[src/rtl/align_char_sub.sv]
module align_char_sub #(
  parameter int OCT_W = 8,
  parameter logic [OCT_W-1:0] A_CHAR = 'h7C,
  parameter logic [OCT_W-1:0] F_CHAR = 'hFC
) (
  input  logic             clk,
  input  logic             rst_n,
  input  logic [OCT_W-1:0] oct_in,
  input  logic             frame_end,
  input  logic             mframe_end,
  input  logic             scramble_on,
  output logic [OCT_W-1:0] oct_out,
  output logic             is_ctrl
);

  logic [OCT_W-1:0] ref_oct;
  logic             ref_ok;

  logic             fin, hit_scr, hit_plain, swap;
  logic [OCT_W-1:0] sub_char;

  assign fin       = frame_end | mframe_end;
  assign hit_scr   = mframe_end ? (oct_in == A_CHAR) : (oct_in == F_CHAR);
  assign hit_plain = ref_ok && (oct_in == ref_oct);
  assign swap      = fin && (scramble_on ? hit_scr : hit_plain);
  assign sub_char  = mframe_end ? A_CHAR : F_CHAR;

  always_ff @(posedge clk) begin
    if (!rst_n) begin
      oct_out <= '0;
      is_ctrl <= 1'b0;
      ref_oct <= '0;
      ref_ok  <= 1'b0;
    end else begin
      oct_out <= swap ? sub_char : oct_in;
      is_ctrl <= swap;
      if (fin) begin
        ref_oct <= oct_in;
        ref_ok  <= 1'b1;
      end
    end
  end

  // interior octets pass through after one cycle
  a_r2_interior_pass: assert property (@(posedge clk) disable iff (!rst_n)
    !(frame_end || mframe_end) |=> (oct_out == $past(oct_in)) && !is_ctrl);

  // a control flag only follows a final octet
  a_r2_ctrl_at_end: assert property (@(posedge clk) disable iff (!rst_n)
    is_ctrl |-> $past(frame_end || mframe_end));


  a_r7_scr_mframe: assert property (@(posedge clk) disable iff (!rst_n)
    (scramble_on && mframe_end && oct_in == A_CHAR) |=> is_ctrl && oct_out == A_CHAR);


  a_r8_scr_frame: assert property (@(posedge clk) disable iff (!rst_n)
    (scramble_on && frame_end && !mframe_end && oct_in == F_CHAR) |=> is_ctrl && oct_out == F_CHAR);

  // in scrambled mode, other values are never substituted
  a_r9_scr_other: assert property (@(posedge clk) disable iff (!rst_n)
    (scramble_on && mframe_end && oct_in != A_CHAR) |=> !is_ctrl && oct_out == $past(oct_in));

  // substituted output is always an alignment character
  a_r3_ctrl_value: assert property (@(posedge clk) disable iff (!rst_n)
    is_ctrl |-> (oct_out == A_CHAR || oct_out == F_CHAR));

endmodule

[config.mk]
export PLATFORM = sky130hd
export DESIGN_NAME = align_char_sub
export DESIGN_NICKNAME = d
export VERILOG_FILES = /design/src/rtl/align_char_sub.sv
export SDC_FILE = /design/constraint.sdc
export NUM_CORES = 1
export LEC_CHECK = 0
export BUFFER_PORTS_ARGS = -buffer_cell sky130_fd_sc_hd__buf_2
export CAP_MARGIN = 0
export CORE_MARGIN = 2
export CORE_UTILIZATION = 30
export CTS_BUF_LIST = sky130_fd_sc_hd__clkbuf_16
export CTS_CLUSTER_SIZE = 25
export DETAILED_ROUTE_END_ITERATION = 10
export SYNTH_ARGS = -nofsm -noshare
export SYNTH_HDL_FRONTEND = slang
export SYNTH_SLANG_ARGS = --single-unit
[constraint.sdc]
create_clock -name clk -period 1.8 [get_ports clk]
set_input_delay 0.09 -clock clk [delete_from_list [all_inputs] [get_ports clk]]
set_output_delay 0.09 -clock clk [all_outputs]
set_load 0.02 [all_outputs]
# [Yosys cells after proc, flatten, opt, wreduce, memory -nomap -nowiden]
# Index checks and enable logic that the tools add are counted.
[classes] n_eq_ne=3 mux=4 bitwise_logic=1 reduce_logical=2
[ops] operator="$mux 8" count=2
[ops] operator="$eq 8x7->1 const B" count=1
[ops] operator="$eq 8x8->1" count=1
[ops] operator="$eq 8x8->1 const B" count=1
[ops] operator="$logic_and 1x1->1" count=2
[ops] operator="$mux 1" count=2
[ops] operator="$or 1x1->1" count=1
[word_totals] ff_bits=18 inputBits=13 out_inout_bits=9 wordCells=14

# [Logic depth before layout (Yosys ltp)]
# Gate-level depths: netlist of run 1.
[logic_depth] word_depth=5 mapped_depth=4 depth_no_buf=4

# [Least setup slack after synthesis of run 1]
# No wires, ideal clock.
[synth_path] path_kind="flip-flop to flip-flop" start="register ref_oct[2]" end="register oct_out[7]" setup_time_ns=0.119 arrival_time_ns=1.222 required_time_ns=1.681 slack_ns=0.460 stages_incl_launch_ff=5 path_buffers=0 period_less_slack_ns=1.340 cell_sequence="dfxtp_1 xnor2_1 nand4_1 or3_1 o221a_1"
[synth_between] elab_chain_cells=5
[synth_rtl] item="from (decl)" line_no="16" source="logic [OCT_W-1:0] ref_oct;"
[synth_rtl] item="from (signal assigned)" line_no="38" source="ref_oct <= oct_in;"
[synth_rtl] item="$eq 8x8->1" line_no="24" source="assign hit_plain = ref_ok && (oct_in == ref_oct);"
[synth_rtl] item="$logic_and 1x1->1" line_no="24"
[synth_rtl] item="$mux 1" line_no="25" source="assign swap = fin && (scramble_on ? hit_scr : hit_plain);"
[synth_rtl] item="$logic_and 1x1->1" line_no="25"
[synth_rtl] item="$mux 8" line_no="35" source="oct_out <= swap ? sub_char : oct_in;"
[synth_rtl] item="to (signal assigned)" line_no="35"
[synth_rtl] item="to (decl)" line_no="12" source="output logic [OCT_W-1:0] oct_out,"
# No other way between the ends.
# A chain may end at the register's enable or synchronous reset.

# [Final worst setup path of run 1]
[layout_path] start="register ref_oct[6]" end="register oct_out[7]"
# Same word-level chain as after synthesis.

==> results of run 1 <==
## sequential cells by signal (all words and copies together), names as in the netlist
signal   flops
oct_out      8
ref_oct      8
is_ctrl      1
ref_ok       1
## power groups by stage
| stage | Clock, W | Sequential, W | Combinational, W |
|---|---|---|---|
| finish | 0.000448 | 0.000431 | 0.000111 |
| global route | 0.000473 | 0.000433 | 0.000124 |
| CTS | 0.000455 | 0.000431 | 0.000112 |
| detailed placement | 0 | 0.000439 | 0.000111 |
| global placement | 0 | 0.000438 | 0.000110 |
| floorplan | 0 | 0.000451 | 0.0000580 |
## critical path, delay by kind of cell, from the launching register on
kind / cells / cell delay [ns]
XOR/XNOR: 1 / 0.17
AO/OA/AOI/OAI: 1 / 0.24
flip-flops: 1 / 0.31
AND/OR/NAND/NOR: 2 / 0.61
## logic make-up after synthesis
family,after synthesis,synth area share (%)
flops,18,48.24
buf+inv,5,2.513
compound gates,19,18.76
simple gates,30,19.93
xor+xnor,9,10.55
## path summary, 6_finish.rpt
check | cells after the start | endpoint | start | slack (ns)
hold / removal | 2 | oct_out[3]$_SDFF_PN0_ | oct_in[3] | 0.1
setup reg to reg | 4 | oct_out[7]$_SDFF_PN0_ | ref_oct[6]$_SDFFE_PN0P_ | 0.36
setup / recovery | 4 | oct_out[7]$_SDFF_PN0_ | ref_oct[6]$_SDFFE_PN0P_ | 0.36
hold reg to reg | 1 | ref_ok$_SDFFE_PN0P_ | ref_ok$_SDFFE_PN0P_ | 0.46
## Yosys cell counts, drive strengths merged
| master | n | share of area (%) |
|---|---|---|
| a21boi | 8 | 8.0 |
| a21o | 5 | 5.2 |
| a21oi | 3 | 2.0 |
| clkbuf | 3 | 1.5 |
| dfxtp | 18 | 48 |
| inv | 2 | 1.0 |
| nand2 | 19 | 9.5 |
| nand3 | 1 | 0.67 |
| nand3b | 1 | 1.0 |
| nand4 | 1 | 0.84 |
| nand4b | 2 | 2.3 |
| nor2 | 1 | 0.50 |
| nor4 | 2 | 2.5 |
| o21a | 1 | 1.0 |
| o221a | 1 | 1.5 |
| o31ai | 1 | 1.0 |
| or2 | 1 | 0.84 |
| or3 | 2 | 1.7 |
| xnor2 | 9 | 11 |
## placed cells by master, fill, tap and decap left out, drive strengths merged, types with 2 or more instances in the layout
cell type  instances
buf               21
a21oi              3
dfxtp             18
nor4               2
nand4b             2
clkbuf             3
nand2             19
xnor2              9
or3                2
a21o               5
a21boi             8
inv                2
## layer usage
| layer | track usage [%] | wire (um) | up-vias | share of wire, % |
|---|---|---|---|---|
| li1 | - | - | 319 | - |
| met1 | 15.14 | 680 | 288 | 45 |
| met2 | 18.09 | 703 | 19 | 47 |
| met3 | 3.333 | 94 | 4 | 6.2 |
| met4 | 9.829 | 29 | 0 | 1.9 |
| met5 | 0 | 0 | - | 0 |
## layout make-up
cell class	instances	area (um2)
fillers	235	1453
multi-input cells	58	367.9
flip-flops and latches	18	360.3
repair buffers	21	105.1
clock buffers	3	75.07
well taps	30	37.54
inverters	2	7.507
clock inverters	1	3.754
## through the flow
stage               setup slack (ns)  total power [W]  instance area, um2  hold slack [ns]
finish                        0.3574        0.0009897               957.2          0.09732
global route                  0.2146         0.001031               957.2           0.1158
CTS                           0.3609        0.0009978               957.2          0.09859
detailed placement            0.3728        0.0005504               878.3           0.3561
global placement              0.3889        0.0005482               878.3           0.3590
floorplan                     0.4596        0.0005088               747.0           0.2004
==> impl_results.md, run 1 <==
- DR WL/cell: about 11 um
- CTS tree: built
- Starting Density: between 30% and 40%
- Reg power frac: about 44%
- Layout Nets: ~120
- Clock share of power: a little under half
- Number of inserted diodes: 0
- Grt ovf: 0
- Syn_area_per_cell: ~9.2 um2
- Dpl hpwl: ~1100 um
- CP arrival: 1.58 ns
- Total Routing Usage GR: 12.37%
- Boundary Pins: 22
- DRT Wirelength: between 1500 and 2000 um
- Clk Latency, worst-skew pair: about 0.25 ns
- RSZ-0062 raised after global routing: no
- Cell chain of the critical path: xnor2_1 -> nand4_1 -> or3_1 -> o221a_1
- Seq/Total Area, Yosys: between 40 and 50%
- Antenna-violating nets left: 0
- Dpl cells: roughly 130
- #FFs+latches synth: 18
- Setup Skew: ~0.0022 ns
- Root Driver: clkbuf_16
- Clock sink total: 18
- Drt drc: 0
- First-pass GRT wire length: between 2000 and 2500 um
- Rows: 18
- Worst slew pin tran: 0.5601 ns
- Largest net degree at the start of global routing: 19
- Static leakage: approximately 0.43 nW
- Worst path required time: a little under 2 ns
- Die Width: between 50 and 60 um
- Via count: 630
- Sw Share: 22.69%
- Max clock buf depth: 2
- CP max-delay cell: or3_1
- GP Congestion: about 0.80
- Post-synth cell types: 21
- Max Freq: 693.2 MHz
- Initial antenna violation count: 0
- Net Sw Power: about 0.00022 W
- Post_cts resized: 0
- Combinational fraction of design power: 11.2%
- Clock slew at reported path FFs: ~0.050 ns
- CP peak stage delay: approximately 0.41 ns
- CTS Buf Count: 3
- Worst-path fanout max: 4
- Setup TNS Final: 0 ns
- Final core occ: 39.72%
- Pre-antenna DRT Iters: 4
- H-Tree Depth: 1
- Final period util: about four fifths
- Internal power: roughly 0.00077 W
- Total of max-cap violations: 0
- Die Footprint: between 2000 and 3000 um2
- Mapped Nets: 94
- Core ar.: 2410 um2
- Setup bufs post-CTS: 0
- Status: completed
- Final hold violations: 0
- Gate Count Post-Synth: slightly above 80
- Hold-fix buffers, CTS: 0
- Count of endpoints failing setup in the final report: 0
- Pwr dens: 1034 nW/um2
- Cell area after synthesis: 747.0 um2
- Max Slew Vio Count: 0
- CP Class: reg -> reg
- Relative slew slack: roughly 63%
- Number of DRC markers in iteration 0: 8
- Worst Hold Class: in -> reg
- Die height: about 54 um
- Vias per cell: between 4 and 5
- PortBufs: 21
- Crit end category: flip-flop
- P&R area growth vs syn: 28.14%
- Worst Setup Start Kind: flip-flop
- Vias in the first global route: around 570
- Synth warnings: 0
- Worst vdd ir: 0.0005261 V
- Post-layout min period: roughly 1.4 ns
- Cell Count, Final, Fillers Out: approximately 130
- Share of layout cells above drive strength 1: between 20% and 30%
No activity file was read; power rests on OpenSTA's default activity.
==> run 2, diff against run 1 <==
Settings changed: ABC_AREA from default to 1.
Clock period 1.8 ns to 1.5 ns, I/O delays scaled along.
==> run 2 against run 1 <==
Against the previous run: critical path depth is 5 higher; power is 22% higher; worst hold slack worse by 0.0015 ns; flip-flop and latch count stayed put; non-clock buffer count is 1 higher; first-iteration DRC count is 25% higher; worst setup slack worse by 0.022 ns; sequential share of layout area is 0.96 points lower; core utilization is 0.29 points higher; largest cell class is now sequential cells.
==> impl_results.md, run 2 <==
- Die Width: ~54 um
- Starting Density: between 30% and 40%
- Synth area leader: dfxtp_1
- Die height: 54.48 um
- Setup bufs post-CTS: 0
- Async set-reset flop share out of synthesis: 0%
- Hold-fix buffers, CTS: 0
- Drt drc: 0
- Antenna-violating nets left: 0
- Boundary Pins: 22
- Count of endpoints failing setup in the final report: 0
- Post_cts resized: 0
- Met3 GRT Util: ~4.9%
- PortBufs: 21
- First-pass GRT wire length: 2580 um
- Die Footprint: 2968 um2
- Largest net degree at the start of global routing: 16
- Most frequent cells after synthesis: nand2_1, dfxtp_1, inv_1, a21oi_1, nor2_1
- Post-layout min period: 1.164 ns
- Synth warnings: 0
- DRT Wirelength: ~1600 um
- Dpl cells: about 150
- Relative slew slack: between 80% and 90%
- Post-synth EDFFs: 0
- Worst Setup Start Kind: flip-flop
- Vias in the first global route: just over 600
- Final hold violations: 0
- Static leakage: slightly below 0.5 nW
- Core ar.: between 2000 and 2500 um2
- Worst slew pin tran: 0.2292 ns
- Reg2reg setup slack: about 0.34 ns
- Share of layout cells above drive strength 1: a little under a quarter
- Worst path required time: about 1.6 ns
- Layout Nets: 141
- DR WL/cell: 10.20 um
- Post-synth top area share: 47.14%
- Root Driver: clkbuf_16
- #FFs+latches synth: 18
- Pre-antenna DRT Iters: 4
- CP arrival: 1.30 ns
- Seq/Total Area, Yosys: 47.14%
- Ranking of synthesized cells by area: dfxtp_1, nand2_1, inv_1
- Setup TNS Final: 0 ns
- Post-synth cell types: 19
- Main synth FF type: dfxtp_1
- GP Congestion: 0.7716
- Worst vdd ir: between 0.0007 and 0.0008 V
- Total of max-cap violations: 0
- Mapped Nets: between 100 and 150
- Largest regs: oct_out (8), ref_oct (8)
- Clock slew at reported path FFs: about 0.050 ns
- Crit end category: flip-flop
- Min setup slack post-route: 0.3356 ns
- Rows: 18
- Worst-path fanout max: 8
- DP Worst Slack: 0.3448 ns
- Initial antenna violation count: 0
- CTS tree: built
- Dpl hpwl: 1226 um
- Most common cell after layout, fill and taps aside: buf_2
- RSZ-0062 raised after global routing: no
- P&R area growth vs syn: 28.48%
- Cell Count, Final, Fillers Out: 157
- Number of inserted diodes: 0
- Setup Skew: roughly 0.0027 ns
- CTS Buf Count: 3
- Gate Count Post-Synth: slightly above 100
- Most frequent cell after synthesis: nand2_1
- Number of DRC markers in iteration 0: 10
- Vias per cell: between 4 and 5
- Clock sink total: 18
- Max clock buf depth: 2
- Clk Latency, worst-skew pair: 0.25 ns
- Status: completed
- Syn_area_per_cell: roughly 7.4 um2
- Final period util: between 70 and 80%
- Most used routing layer: met2
- Cell area after synthesis: roughly 760 um2
- Routing usage on met1: between 10% and 20%
- Pwr dens: roughly 1200 nW/um2
- CP Class: reg -> reg
- H-Tree Depth: 1
- Via count: 703
- Max Freq: 858.8 MHz
- Most frequent cells in the layout: buf_2, nand2_1, dfxtp_1
- Grt ovf: 0
- Total Routing Usage GR: about an eighth
- Max Slew Vio Count: 0
- Grt met2 use: 21.08%
- Worst Hold Class: in -> reg
run 2: metal layers:
layer	wire [um]	vias to the layer above	share of wire, %
met3	134	2	8.4
met2	759	25	47
li1	-	369	-
met5	0	-	0
met1	695	307	43
met4	11	0	0.69
run 2: critical path, stage by stage (launching register included):
cell and delay (ns):
dfxtp_1 0.33, inv_1 0.05, a21oi_1 0.12, nand3_1 0.09, nor2_1 0.09, nand2_1 0.07
nand2_2 0.08, nand2_4 0.08, nand3_1 0.08, nand2_1 0.06
run 2: cell type report:
| type | count | area [um2] |
|---|---|---|
| fillers | 252 | 1473 |
| flip-flops and latches | 18 | 360.3 |
| multi-input cells | 66 | 329.1 |
| repair buffers | 22 | 112.6 |
| clock buffers | 3 | 75.07 |
| inverters | 17 | 63.81 |
| well taps | 30 | 37.54 |
| clock inverters | 1 | 3.754 |
run 2: kinds of logic (layout without fill, tap and decap cells):
kind of cell / Yosys count / in the layout / share of synthesized area, %
flops: 18 / 18 / 47.14
simple gates: 41 / 41 / 23.24
buf+inv: 19 / 43 / 9.820
xor+xnor: 3 / 3 / 3.438
compound gates: 22 / 22 / 16.37
run 2: where the power goes:
group | internal, W | total [W] | leakage [nW] | switching [W]
Clock | 0.000354 | 0.000528 | 0.0385 | 0.000174
Combinational | 0.0000598 | 0.000161 | 0.309 | 0.000101
Sequential | 0.000512 | 0.000523 | 0.150 | 0.0000116
run 2: path summary, 6_finish.rpt:
| kind | startpoint | end | cells past startpoint |
|---|---|---|---|
| setup reg to reg | ref_oct[7]$_SDFFE_PN0P_ | oct_out[7]$_SDFF_PN0_ | 9 |
| setup / recovery | ref_oct[7]$_SDFFE_PN0P_ | oct_out[7]$_SDFF_PN0_ | 9 |
| hold / removal | oct_in[2] | oct_out[2]$_SDFF_PN0_ | 3 |
| hold reg to reg | ref_ok$_SDFFE_PN0P_ | ref_ok$_SDFFE_PN0P_ | 2 |
run 2: through the flow:
stage	util (%)	instance area (um2)	total power, W	hold slack [ns]
after detailed placement	36.80	903.4	0.0006952	0.3513
after floorplan	-	764.5	0.0006358	0.1876
after global routing	40.01	982.2	0.001270	0.1186
final	40.01	982.2	0.001212	0.09584
after CTS	40.01	982.2	0.001228	0.09844
after global placement	36.80	903.4	0.0006910	0.3549
